## src/rtl/irq_ack_pkg.sv

```systemverilog
`timescale 1ns/1ps
package irq_ack_pkg;
    parameter int VEC_W = 3;
    localparam logic [VEC_W-1:0] VEC_IDLE = '1;

    typedef enum logic [1:0] {
        ST_IDLE     = 2'd0,
        ST_WAIT_VEC = 2'd1,
        ST_WAIT_REL = 2'd2
    } ctl_state_e;

    typedef struct packed {
        ctl_state_e       state;
        logic             ack_n;
        logic [VEC_W-1:0] vec;
        logic             valid;
        logic             err;
    } ctl_regs_t;
endpackage

```

## src/rtl/bit_sync.sv

```systemverilog
`timescale 1ns/1ps
module bit_sync #(
    parameter int          WIDTH     = 1,
    parameter int          STAGES    = 2,
    parameter logic [WIDTH-1:0] RST_VAL = '1
) (
    input  logic             clk,
    input  logic             rst_n,
    input  logic [WIDTH-1:0] d,
    output logic [WIDTH-1:0] q
);
    logic [WIDTH-1:0] stage_q [STAGES];

    generate
        for (genvar s = 0; s < STAGES; s++) begin : g_stage
            logic [WIDTH-1:0] stage_d;
            if (s == 0) begin : g_first
                assign stage_d = d;
            end else begin : g_rest
                assign stage_d = stage_q[s-1];
            end
            always_ff @(posedge clk or negedge rst_n) begin
                if (!rst_n) stage_q[s] <= RST_VAL;
                else        stage_q[s] <= stage_d;
            end
        end
    endgenerate

    assign q = stage_q[STAGES-1];
endmodule

```

## src/rtl/wait_timer.sv

```systemverilog
`timescale 1ns/1ps
module wait_timer #(
    parameter int LIMIT = 64
) (
    input  logic clk,
    input  logic rst_n,
    input  logic clear,
    input  logic run,
    output logic expired
);
    localparam int CNT_W = $clog2(LIMIT + 1);
    localparam logic [CNT_W-1:0] LAST = CNT_W'(LIMIT - 1);

    logic [CNT_W-1:0] cnt_d, cnt_q;

    always_comb begin
        cnt_d = cnt_q;
        if (clear)                     cnt_d = '0;
        else if (run && cnt_q != LAST) cnt_d = cnt_q + 1'b1;
    end

    always_ff @(posedge clk or negedge rst_n) begin
        if (!rst_n) cnt_q <= '0;
        else        cnt_q <= cnt_d;
    end

    assign expired = run && (cnt_q == LAST);
endmodule

```

## src/rtl/ack_fsm.sv

```systemverilog
`timescale 1ns/1ps
module ack_fsm
    import irq_ack_pkg::*;
(
    input  logic             clk,
    input  logic             rst_n,
    input  logic             req_s_n,
    input  logic             host_ready,
    input  logic [VEC_W-1:0] vec_s,
    input  logic             expired,
    output logic             tmr_clear,
    output logic             tmr_run,
    output logic             ack_n,
    output logic [VEC_W-1:0] vec_out,
    output logic             vec_valid,
    output logic             timeout_err
);
    ctl_regs_t regs_d, regs_q;

    always_comb begin
        regs_d       = regs_q;
        regs_d.valid = 1'b0;
        regs_d.err   = 1'b0;
        unique case (regs_q.state)
            ST_IDLE: begin
                if (!req_s_n && host_ready) begin
                    regs_d.state = ST_WAIT_VEC;
                    regs_d.ack_n = 1'b0;
                end
            end
            ST_WAIT_VEC: begin
                if (!host_ready) begin
                    regs_d.state = ST_IDLE;
                    regs_d.ack_n = 1'b1;
                end else if (vec_s != VEC_IDLE) begin
                    regs_d.state = ST_WAIT_REL;
                    regs_d.ack_n = 1'b1;
                    regs_d.vec   = vec_s;
                end else if (expired) begin
                    regs_d.state = ST_IDLE;
                    regs_d.ack_n = 1'b1;
                    regs_d.err   = 1'b1;
                end
            end
            ST_WAIT_REL: begin
                if (vec_s == VEC_IDLE) begin
                    regs_d.state = ST_IDLE;
                    regs_d.valid = 1'b1;
                end else if (expired) begin
                    regs_d.state = ST_IDLE;
                    regs_d.err   = 1'b1;
                end
            end
            default: begin
                regs_d.state = ST_IDLE;
                regs_d.ack_n = 1'b1;
            end
        endcase
    end

    always_ff @(posedge clk or negedge rst_n) begin
        if (!rst_n) begin
            regs_q.state <= ST_IDLE;
            regs_q.ack_n <= 1'b1;
            regs_q.vec   <= VEC_IDLE;
            regs_q.valid <= 1'b0;
            regs_q.err   <= 1'b0;
        end else begin
            regs_q <= regs_d;
        end
    end

    assign tmr_run     = (regs_q.state != ST_IDLE);
    assign tmr_clear   = (regs_d.state != regs_q.state);
    assign ack_n       = regs_q.ack_n;
    assign vec_out     = regs_q.vec;
    assign vec_valid   = regs_q.valid;
    assign timeout_err = regs_q.err;
endmodule

```

## src/rtl/irq_vec_ack_ctrl.sv

```systemverilog
`timescale 1ns/1ps
module irq_vec_ack_ctrl
    import irq_ack_pkg::*;
#(
    parameter int SYNC_STAGES = 2,
    parameter int TIMEOUT_CYC = 64
) (
    input  logic             clk,
    input  logic             rst_n,
    input  logic             req_n,
    input  logic             host_ready,
    input  logic [VEC_W-1:0] vec_bus,
    output logic             ack_n,
    output logic [VEC_W-1:0] vec_out,
    output logic             vec_valid,
    output logic             timeout_err
);
    logic [VEC_W:0] raw_in, sync_out;
    logic           req_s_n;
    logic [VEC_W-1:0] vec_s;
    logic           expired, tmr_clear, tmr_run;

    assign raw_in  = {req_n, vec_bus};
    assign req_s_n = sync_out[VEC_W];
    assign vec_s   = sync_out[VEC_W-1:0];

    bit_sync #(
        .WIDTH  (VEC_W + 1),
        .STAGES (SYNC_STAGES),
        .RST_VAL('1)
    ) u_sync (
        .clk  (clk),
        .rst_n(rst_n),
        .d    (raw_in),
        .q    (sync_out)
    );

    wait_timer #(
        .LIMIT(TIMEOUT_CYC)
    ) u_timer (
        .clk    (clk),
        .rst_n  (rst_n),
        .clear  (tmr_clear),
        .run    (tmr_run),
        .expired(expired)
    );

    ack_fsm u_fsm (
        .clk        (clk),
        .rst_n      (rst_n),
        .req_s_n    (req_s_n),
        .host_ready (host_ready),
        .vec_s      (vec_s),
        .expired    (expired),
        .tmr_clear  (tmr_clear),
        .tmr_run    (tmr_run),
        .ack_n      (ack_n),
        .vec_out    (vec_out),
        .vec_valid  (vec_valid),
        .timeout_err(timeout_err)
    );
endmodule

```

## config.mk

```make
export PLATFORM = sky130hd
export DESIGN_NAME = irq_vec_ack_ctrl
export DESIGN_NICKNAME = d
export VERILOG_FILES = /design/src/rtl/irq_ack_pkg.sv /design/src/rtl/bit_sync.sv /design/src/rtl/wait_timer.sv /design/src/rtl/ack_fsm.sv /design/src/rtl/irq_vec_ack_ctrl.sv
export SDC_FILE = /design/constraint.sdc
export NUM_CORES = 1
export LEC_CHECK = 0
export ABC_CLOCK_PERIOD_IN_PS = 1750
export CAP_MARGIN = 20
export CORE_AREA = 8 8 55 57
export DETAILED_ROUTE_END_ITERATION = 6
export DIE_AREA = 0 0 63 65
export DONT_BUFFER_PORTS = 1
export HOLD_SLACK_MARGIN = 0.06
export PLACE_DENSITY = 0.67
export SKIP_LAST_GASP = 1
export SYNTH_ARGS = -nofsm -noshare
export SYNTH_HDL_FRONTEND = slang
export SYNTH_SLANG_ARGS = --single-unit
```

## constraint.sdc

```tcl
create_clock -name clk -period 1.75 [get_ports clk]
set_input_delay 0.35 -clock clk [delete_from_list [all_inputs] [get_ports clk]]
set_output_delay 0.35 -clock clk [all_outputs]
set_load 0.005 [all_outputs]
```

==> results.toml <==
[yosys]
synth_ff_type = "dfstp_2"
ys_top_cells_by_count = "12 x dfstp_2, 11 x dfrtp_1, 8 x nor2_1, 5 x ha_1"
synth_seq_cells = 23
avgSynthCellArea_um2 = 11.8
yosys_warnings = 0
syn-num-nets = 106
syn_area_um2 = 1110
syn_inst = 94
synth.distinct_cells = 38
synth_seq_area_share_pct = 53.1
synth_area_leaders = "dfstp_2 28%, dfrtp_1 25%, ha_1 5.6%"
synth_edf_count = 0
synthArstFlopShare_pct = 100
synth_top_area_share_pct = 28.3
yosysMostFrequentCell = "dfstp_2"
synth.largest_area_cell = "dfstp_2"

[route]
drc = 0
ant_nets = 0
dr.pass1.iters = 5
routed_wl_mm = 2.27
vias = 787
vias_per_cell = 5.47
dr.first_iter.drc_count = 29
avgRoutedWirePerCell_um = 15.7

[power_and_ir_drop]
p_leak_nw = 0.632
p_clk_share_pct = 11.6
switching_share_pct = 35.6
p_per_area_nw_per_um2 = 1480
p_sw_w = 0.000775
max-vdd-ir-drop_v = 0.00120
p_int_w = 0.00140
pwr-share-comb_pct = 53.6
sequentialPowerShare_pct = 34.8

[floorplanning]
core_um2 = 2150
fp-row-count = 17
dieArea_um2 = 4100
die_h_um = 65
die_x_um = 63
initial_core_util_pct = 51.8
io_pins = 13

[final_layout]
antenna_cells = 0
n_fill_cell = 166
area_growth_pct = 32.2
drive_above_1_share_pct = 45.7
finish.net_count = 129

[critical_path]
path_class = "flop to flop"
slowest_delay_ns = 0.44
worstPathArrival_ns = 1.99
rrSetupSlack_ns = -0.03
crit_path_start_kind = "flop"
worstSetupEndpointType = "flop"
required_ns = 1.97
worst_r2r_path_depth = 7
r2r_end = "u_timer.cnt_q[3]"
rr_startpoint = "u_fsm.regs_q[6]"
cp_cell_sequence = "buf_6, ha_4, a222oi_1, buf_4, o32ai_4, nand3_4, nor2_1"
crit_fanout = 6
slowest_stage = "a222oi_1"

[clocking]
htree_levels = 1
cts_num_sinks = 23
insertion_delay_ns = 0.31
cts_root_buf = "clkbuf_4"
numCtsBuffers = 3
cts_tree = "done"
clk_path_buf_depth = 2
clkTransAtPathRegs_ns = 0.12

[hold_path]
hold_path.class = "primary input to flop"
hp-start = "host_ready"
min_path_cells = 2
holdPathEnd = "u_fsm.regs_q[6]"

[timing]
hold_viol = 0
fin_ws_ns = -0.0259
whs_ns = 0.278
worstMarginPinSlew_ns = 0.461
finalCriticalPeriod_ns = 1.78
drv_slew = 0
max-slew-margin-rel_pct = 69.0
max_freq_mhz = 563
min_period_over_period_pct = 101
grt_setup_unrepaired = "true"
setup_violations = 7
fin_skew_ns = 0.00396

[status]
status = "complete, but fails checks"
violations = "setup timing"

[place]
port_buffers = 0
pre_cts_slack_ns = 0.000180
dpl.hpwl_mm = 1.47
place.gp.congestion = 0.839

[global_routing]
grt_max_degree = 24
grt_first_pass_wirelength_mm = 3.68
grt_overflow = 0
antenna_found_initial = 0
grt_usage_pct = 11.2
grt_pass1_vias = 812

[run]
maxCapViolCount = 0
## power groups by stage
stage                     Combinational (W)  Clock, W  Sequential, W
final                               0.00117  0.000253       0.000759
after floorplan                    0.000549         0       0.000752
after global routing                0.00126  0.000283       0.000776
after CTS                          0.000766  0.000264       0.000754
after detailed placement           0.000714         0       0.000764
after global placement             0.000702         0       0.000764
## through the flow
stage               total power [W]  instance area (µm²)  utilization (%)  std cells  TNS (ns)
finish                      0.00218                 1470             68.4        144    -0.124
global route                0.00232                 1470             68.4        144    -0.465
CTS                         0.00178                 1300             60.3        137         0
detailed placement          0.00148                 1200             55.9        128         0
global placement            0.00147                 1200             55.9        128         0
floorplan                   0.00130                 1120                -         94         0
## worst max path at each step
| stage | from | endpoint | cells past startpoint |
|---|---|---|---|
| after global placement | u_fsm.regs_q[6] | u_timer.cnt_q[2] | 6 |
| after floorplan | u_fsm.regs_q[6] | u_timer.cnt_q[6] | 6 |
| after detailed placement | u_fsm.regs_q[7] | u_timer.cnt_q[3] | 7 |
| after CTS | u_fsm.regs_q[7] | u_timer.cnt_q[4] | 7 |
| after global routing | u_fsm.regs_q[6] | u_timer.cnt_q[3] | 7 |
| final | u_fsm.regs_q[6] | u_timer.cnt_q[3] | 7 |
## cell usage in the layout (no fill, tap or decap), drive strengths merged
| master | instances |
|---|---|
| a211oi | 1 |
| a21o | 1 |
| a21oi | 2 |
| a222oi | 1 |
| a31oi | 1 |
| and2 | 1 |
| and3 | 2 |
| and4b | 1 |
| buf | 16 |
| clkbuf | 4 |
| dfrtp | 11 |
| dfstp | 12 |
| dlygate4sd3 | 5 |
| ha | 5 |
| inv | 5 |
| mux2 | 1 |
| mux2i | 1 |
| nand2 | 4 |
| nand2b | 3 |
| nand3 | 4 |
| nand4b | 1 |
| nor2 | 8 |
| nor2b | 2 |
| nor3 | 5 |
| nor3b | 1 |
| nor4 | 3 |
| o21a | 1 |
| o21ai | 2 |
| o21ba | 1 |
| o22a | 3 |
| o31a | 1 |
| o31ai | 2 |
| o32ai | 1 |
| or4b | 1 |
| xnor2 | 3 |
## layout make-up
| type | instances | area [µm²] | share of cell area [%] |
|---|---|---|---|
| clock inverters | 1 | 6.26 | 0.426 |
| multi-input cells | 63 | 574 | 39.1 |
| clock buffers | 3 | 22.5 | 1.53 |
| flip-flops and latches | 23 | 591 | 40.2 |
| inverters | 4 | 15.0 | 1.02 |
| well taps | 28 | 35.0 | 2.38 |
| repair buffers | 22 | 226 | 15.4 |
## worst max-delay path, delay by kind of cell (launching register included)
kind,cells,cell delay (ns)
buffers and inverters,2,0.35
AND/OR/NAND/NOR,2,0.21
flip-flops,1,0.42
adder cells (fa/ha/maj),1,0.17
AO/OA/AOI/OAI,2,0.53
## per-layer routing
layer,track usage [%],up-vias,share of wire [%],wire (µm)
met4,6.84,0,2.9,66
met5,0,-,0,0
met3,3.44,9,5.1,116
met1,12.7,377,43,968
li1,-,380,-,-
met2,18.2,21,49,1110
## sequential cells by signal, indices dropped and copies added (netlist names)
| signal | cells |
|---|---|
| u_fsm.ack_n | 1 |
| u_fsm.regs_q | 2 |
| u_fsm.timeout_err | 1 |
| u_fsm.vec_out | 3 |
| u_fsm.vec_valid | 1 |
| u_sync.g_stage.stage_d | 4 |
| u_sync.q | 4 |
| u_timer.cnt_q | 7 |
## cells by family after synthesis
logic type                 count (synthesis)  synth area share, %
and+or+nand+nor                           36                 19.7
xor gates and xnor gates                   3                 2.36
adders and majority gates                  5                 5.62
muxes                                      2                 1.91
DFF                                       23                 53.1
buffers and inverters                      8                 3.82
AOI/OAI and AO/OA                         17                 13.5
## what timing repair did
action	in CTS	in global routing
gates resized for setup	4	16
endpoints found under the hold margin	27	0
pin swaps	4	6
setup buffers	0	5
hold buffers	5	0
setup endpoints to repair	7	9
gates cloned	0	1
(Power assumes the default switching activity.)
